### src/rtl/clk_pkg.sv
package clk_pkg;
  typedef logic [7:0] bcd2_t;

  // tone half-periods of 1 kHz that make up one second / one adjust tick
  localparam int HALVES_PER_5HZ = 400;
  localparam int TICK5_PER_SEC  = 5;

  function automatic logic bcd2_le(input bcd2_t v, input int limit);
    return (v[3:0] <= 4'd9) && (int'(v[7:4]) * 10 + int'(v[3:0]) <= limit);
  endfunction
endpackage

### src/rtl/sync2.sv
module sync2 #(
  parameter int W = 1
) (
  input  logic         clk,
  input  logic         rst_n,
  input  logic [W-1:0] d,
  output logic [W-1:0] q
);
  logic [W-1:0] meta;

  always_ff @(posedge clk) begin
    if (!rst_n) begin
      meta <= '0;
      q    <= '0;
    end else begin
      meta <= d;
      q    <= meta;
    end
  end
endmodule

### src/rtl/tick_divider.sv
module tick_divider
  import clk_pkg::*;
#(
  parameter int CLK_HZ = 50_000_000
) (
  input  logic clk,
  input  logic rst_n,
  output logic tick1,
  output logic tick5,
  output logic tone1k,
  output logic tone500
);
  localparam int HALF1K = CLK_HZ / 2000;
  localparam int PW     = $clog2(HALF1K) + 1;
  localparam int C5W    = $clog2(HALVES_PER_5HZ);
  localparam int C1W    = $clog2(TICK5_PER_SEC);

  logic [PW-1:0]  pre_q;
  logic [C5W-1:0] c5_q;
  logic [C1W-1:0] c1_q;
  logic           half_pulse;
  logic           wrap5;

  assign half_pulse = (pre_q == PW'(HALF1K - 1));
  assign wrap5      = half_pulse && (c5_q == C5W'(HALVES_PER_5HZ - 1));

  always_ff @(posedge clk) begin
    if (!rst_n) begin
      pre_q   <= '0;
      c5_q    <= '0;
      c1_q    <= '0;
      tick1   <= 1'b0;
      tick5   <= 1'b0;
      tone1k  <= 1'b0;
      tone500 <= 1'b0;
    end else begin
      pre_q <= half_pulse ? '0 : pre_q + 1'b1;
      tick5 <= wrap5;
      tick1 <= wrap5 && (c1_q == C1W'(TICK5_PER_SEC - 1));
      if (half_pulse) begin
        c5_q   <= wrap5 ? '0 : c5_q + 1'b1;
        tone1k <= ~tone1k;
        if (tone1k) tone500 <= ~tone500;
      end
      if (wrap5) c1_q <= (c1_q == C1W'(TICK5_PER_SEC - 1)) ? '0 : c1_q + 1'b1;
    end
  end

  assert_tick_align_R1: assert property (@(posedge clk) disable iff (!rst_n)
    tick1 |-> tick5);
  assert_tick_single_R1: assert property (@(posedge clk) disable iff (!rst_n)
    tick5 |=> !tick5);
endmodule

### src/rtl/bcd_wheel.sv
module bcd_wheel
  import clk_pkg::*;
#(
  parameter int LIMIT = 59
) (
  input  logic  clk,
  input  logic  rst_n,
  input  logic  step,
  output bcd2_t val
);
  localparam logic [3:0] LT = 4'(LIMIT / 10);
  localparam logic [3:0] LO = 4'(LIMIT % 10);

  bcd2_t nxt;

  always_comb begin
    if (val[3:0] > 4'd9 || val[7:4] > LT || (val[7:4] == LT && val[3:0] >= LO))
      nxt = '0;
    else if (val[3:0] == 4'd9)
      nxt = {val[7:4] + 4'd1, 4'd0};
    else
      nxt = {val[7:4], val[3:0] + 4'd1};
  end

  always_ff @(posedge clk) begin
    if (!rst_n)    val <= '0;
    else if (step) val <= nxt;
  end

  assert_bcd_range_R3: assert property (@(posedge clk) disable iff (!rst_n)
    bcd2_le(val, LIMIT));
  assert_hold_R3: assert property (@(posedge clk) disable iff (!rst_n)
    !step |=> $stable(val));
endmodule

### src/rtl/digital_clock.sv
module digital_clock
  import clk_pkg::*;
#(
  parameter int CLK_HZ = 50_000_000
) (
  input  logic       clk,
  input  logic       rst_n,
  input  logic       adj_min_i,
  input  logic       adj_hr_i,
  input  logic       fast_adj_i,
  input  logic       alarm_view_i,
  input  logic       set_alarm_min_i,
  input  logic       set_alarm_hr_i,
  input  logic       alarm_on_i,
  output logic [7:0] hours_o,
  output logic [7:0] minutes_o,
  output logic [7:0] seconds_o,
  output logic       tone_o
);
  localparam int NSW = 7;

  logic [NSW-1:0] sw_raw, sw_s;
  logic adj_min_s, adj_hr_s, fast_s, view_s, set_min_s, set_hr_s, alarm_on_s;
  logic tick1, tick5, tone1k, tone500, adj_tick;
  logic step_min, step_hr;
  bcd2_t sec_q, min_q, hr_q, amin_q, ahr_q;
  logic alarm_sig, chime_sig;

  assign sw_raw = {alarm_on_i, set_alarm_hr_i, set_alarm_min_i, alarm_view_i,
                   fast_adj_i, adj_hr_i, adj_min_i};

  sync2 #(.W(NSW)) u_sync (.clk(clk), .rst_n(rst_n), .d(sw_raw), .q(sw_s));

  assign {alarm_on_s, set_hr_s, set_min_s, view_s, fast_s, adj_hr_s, adj_min_s} = sw_s;

  tick_divider #(.CLK_HZ(CLK_HZ)) u_div (
    .clk(clk), .rst_n(rst_n), .tick1(tick1), .tick5(tick5),
    .tone1k(tone1k), .tone500(tone500));

  assign adj_tick = fast_s ? tick5 : tick1;
  assign step_min = adj_min_s ? adj_tick : (tick1 && sec_q == 8'h59);
  assign step_hr  = adj_hr_s  ? adj_tick : (tick1 && sec_q == 8'h59 && min_q == 8'h59);

  bcd_wheel #(.LIMIT(59)) u_sec  (.clk(clk), .rst_n(rst_n), .step(tick1),    .val(sec_q));
  bcd_wheel #(.LIMIT(59)) u_min  (.clk(clk), .rst_n(rst_n), .step(step_min), .val(min_q));
  bcd_wheel #(.LIMIT(23)) u_hr   (.clk(clk), .rst_n(rst_n), .step(step_hr),  .val(hr_q));
  bcd_wheel #(.LIMIT(59)) u_amin (.clk(clk), .rst_n(rst_n),
                                  .step(set_min_s && adj_tick), .val(amin_q));
  bcd_wheel #(.LIMIT(23)) u_ahr  (.clk(clk), .rst_n(rst_n),
                                  .step(set_hr_s && adj_tick), .val(ahr_q));

  always_comb begin
    alarm_sig = alarm_on_s && (hr_q == ahr_q) && (min_q == amin_q) &&
                (sec_q[0] ? tone500 : tone1k);
    chime_sig = 1'b0;
    if (min_q == 8'h59) begin
      case (sec_q)
        8'h51, 8'h53, 8'h55, 8'h57: chime_sig = tone500;
        8'h59:                      chime_sig = tone1k;
        default:                    chime_sig = 1'b0;
      endcase
    end
  end

  always_ff @(posedge clk) begin
    if (!rst_n) begin
      hours_o   <= '0;
      minutes_o <= '0;
      seconds_o <= '0;
      tone_o    <= 1'b0;
    end else begin
      hours_o   <= view_s ? ahr_q  : hr_q;
      minutes_o <= view_s ? amin_q : min_q;
      seconds_o <= view_s ? 8'h00  : sec_q;
      tone_o    <= alarm_sig | chime_sig;
    end
  end

  assert_sec_wrap_R3: assert property (@(posedge clk) disable iff (!rst_n)
    (tick1 && sec_q == 8'h59) |=> (sec_q == 8'h00));
  assert_min_hold_R4: assert property (@(posedge clk) disable iff (!rst_n)
    (!adj_min_s && !(tick1 && sec_q == 8'h59)) |=> $stable(min_q));
  assert_hr_hold_R5: assert property (@(posedge clk) disable iff (!rst_n)
    (!adj_hr_s && !(tick1 && sec_q == 8'h59 && min_q == 8'h59)) |=> $stable(hr_q));
  assert_quiet_R9: assert property (@(posedge clk) disable iff (!rst_n)
    (!alarm_on_s && min_q != 8'h59) |=> !tone_o);
endmodule

### config.mk
export PLATFORM = sky130hd
export DESIGN_NAME = digital_clock
export DESIGN_NICKNAME = d
export VERILOG_FILES = /design/src/rtl/clk_pkg.sv /design/src/rtl/sync2.sv /design/src/rtl/tick_divider.sv /design/src/rtl/bcd_wheel.sv /design/src/rtl/digital_clock.sv
export SDC_FILE = /design/constraint.sdc
export NUM_CORES = 1
export LEC_CHECK = 0
export ABC_AREA = 1
export BUFFER_PORTS_ARGS = -buffer_cell sky130_fd_sc_hd__buf_2
export CORE_ASPECT_RATIO = 0.9
export CORE_MARGIN = 2
export CORE_UTILIZATION = 50
export DETAILED_ROUTE_END_ITERATION = 16
export PLACE_DENSITY = 0.68
export SYNTH_ARGS = -nofsm -noshare
export SYNTH_HDL_FRONTEND = slang
export SYNTH_SLANG_ARGS = --single-unit
export TNS_END_PERCENT = 50
### constraint.sdc
create_clock -name clk -period 2.5 [get_ports clk]
set_clock_uncertainty 0.15 [all_clocks]
set_input_delay 0.25 -clock clk [delete_from_list [all_inputs] [get_ports clk]]
set_output_delay 0.25 -clock clk [all_outputs]
set_load 0.02 [all_outputs]
==> out/qor.yml <==
status:
  status: "completed"
setup_path:
  crit_path_max_fanout: 13
  reg2reg_from: "u_div.pre_q[0]"
  start_kind: "register"
  reg2reg_depth: 10
  worst_ep_required_time_ps: 2600
  worstSetupPathType: "register to register"
  r2r_setup_slack_ps: 510
  end_kind: "register"
  timing.rr.end: "u_div.pre_q[12]"
  cp_data_arrival_time_ps: 2090
synth:
  syn_area_per_cell_um2: 7.02
  synthDistinctLibCells: 36
  synth.area.top_cells: "dfxtp_1 (43%), nand2_1 (11%), inv_1 (7.8%)"
  syn_inst: 736
  synth_edf_count: 0
  ys.flop_type: "dfxtp_1"
  synthArstFlopShare: 0
  ys_warn_count: 0
  ys_seq_area_frac: 0.430
  synth_common_cells: "nand2_1 (149), dfxtp_1 (111), inv_1 (108)"
  yosysMostFrequentCell: "nand2_1"
  synthesis.area_mm2: 0.00516
  synth_nets: 762
  synth.top_cell.area_share: 0.430
  ys_ff_latch: 111
  synth_top_cell_by_area: "dfxtp_1"
cts:
  cts_sinks: 111
  cts_setup_buffers: 0
  clock_latency_ps: 360
  cts_buffer_depth: 2
  numCtsBuffers: 9
  cts_tree: "yes"
  root_buffer: "clkbuf_16"
  clk_pin_slew_worst_paths_ps: 70
  htree_levels: 3
timing:
  finalSetupTns_ps: 0
  finalHoldWorstSlack_ps: 259
  min_period_ps: 1990
  finalSetupViolations: 0
  fin_crit_sh: 0.796
  max_slew_margin: 0.452
  hold_violations: 0
  rsz0062_at_grt: "no"
  fmax_mhz: 503
  tightest_slew_ps: 821
  final-max-slew-violation-count: 0
detailed_routing:
  ant_nets: 0
  vias_per_cell: 5.03
  wire_per_inst_um: 11.9
  drc: 0
  first_pass_iters: 5
  vias: 4565
  wl_um: 10800
  first_iter_violations: 258
floorplanning:
  die_width_um: 111
  die_h_um: 100
  io_pins: 34
  die_area_mm2: 0.0112
  start_util: 0.508
  rows: 35
  core_mm2: 0.0102
worst_hold_path:
  hold_end: "u_sync.q[1]"
  hp-class: "register to register"
  min-delay-start: "u_sync.meta[1]"
  holdPathStages: 2
global_routing:
  grt_usage: 0.201
  overflow: 0
  grt_pass1_wl_um: 18300
  grt_max_degree: 57
  grt_pass1_vias: 4049
  antenna_found_initial: 0
run:
  drv_cap: 0
place:
  post-place-cells: 885
  io_buffers: 33
  gp_congestion: 0.859
  dp_hpwl_um: 7780
power_and_ir_drop:
  leakage_nw: 2.53
  ir_drop_mv: 0.428
  powerDensity_mw_per_mm2: 578
final_layout:
  layout.nets: 800
  antennaDiodeCount: 0
  syn_to_final_growth_pct: 12.8
  layout.cells.non_filler: 908
  layout-drive-gt1-share: 0.0911
-- cell usage in the layout (no fill, tap or decap), drive strengths merged --
master / n
nand2: 154
inv: 112
dfxtp: 111
nor2: 106
o21ai: 57
a21oi: 52
nand3: 52
buf: 35
ha: 17
nor3: 16
nand4: 13
xor2: 10
clkbuf: 10
dlygate4sd3: 7
clkinvlp: 4
or2: 4
xnor2: 3
nor3b: 2
o211ai: 2
nor2b: 2
o22ai: 2
and3: 1
nand3b: 1
a211oi: 1
o21bai: 1
and2: 1
a21o: 1
nand2b: 1
bufinv: 1
-- cells by family (layout without fill, tap and decap cells) --
group	count (synthesis)	count (layout)	synth area share
flip-flops	111	111	0.430
XOR/XNOR	13	13	0.0220
adder cells (fa/ha/maj)	17	17	0.0412
buffers and inverters	126	169	0.0923
AO/OA/AOI/OAI	116	116	0.120
AND/OR/NAND/NOR	353	353	0.294
-- worst max path at each step --
stage                   startpoint              end  slack [ps]  cells past startpoint
detailed placement  u_div.pre_q[0]  u_div.pre_q[11]         530                     10
global route        u_div.pre_q[0]  u_div.pre_q[12]         290                     10
finish              u_div.pre_q[0]  u_div.pre_q[12]         510                     10
floorplan             u_sec.val[5]     u_min.val[6]         860                     11
CTS                 u_div.pre_q[0]  u_div.pre_q[12]         510                     10
global placement    u_div.pre_q[0]  u_div.pre_q[11]         600                     10
-- state kept, by name, indices dropped and copies added, names as in the netlist, 3 cells and up --
name	flops
u_div.c1_q	3
seconds_o	8
u_amin.val	8
u_div.pre_q	16
u_hr.val	8
u_ahr.val	8
hours_o	8
u_sync.meta	7
u_sec.val	8
u_min.val	8
minutes_o	8
u_div.c5_q	9
u_sync.q	7
-- worst max-delay path: stages (launching register included) --
cell	delay, ps
dfxtp_1	350
ha_1	210
nand2_1	60
inv_1	80
nand4_1	120
inv_1	70
nand2_1	120
nand2_1	390
inv_1	160
nand3_1	110
inv_1	50
-- power breakdown --
| group | switching [W] | internal [W] |
|---|---|---|
| combinational | 0.0000679 | 0.0000337 |
| sequential | 0.00000898 | 0.00179 |
| clock | 0.000662 | 0.000808 |
-- routing by layer --
layer / GRT usage / wire, um / up-vias
li1: - / - / 2406
met1: 0.265 / 5360 / 2048
met2: 0.329 / 4820 / 100
met3: 0.0423 / 477 / 11
met4: 0.0731 / 167 / 0
met5: 0 / 0 / -
-- final cells by class --
type                            count  area, um2
Clock inverter                      6       68.8
Clock buffer                       10        239
Timing Repair Buffer               42        250
Tap cell                          129        161
Sequential cell                   111       2220
Inverter                          111        417
Multi-Input combinational cell    499       2470
Fill cell                         965       4340
-- per-stage QoR --
stage                     cell area, um2  setup slack [ps]  utilization  power, W
after floorplan                     5160               863            -   0.00190
after global placement              5450               599        0.536   0.00193
after detailed placement            5450               526        0.536   0.00193
after CTS                           5820               514        0.573   0.00339
after global routing                5820               291        0.573   0.00348
final                               5820               510        0.573   0.00337
-- timing repair --
item / 4_1_cts / 5_1_grt
gates resized for setup: 0 / 0
hold endpoints to repair: 7 / 0
hold buffers: 7 / 0
No activity file was read; power rests on OpenSTA's default activity.
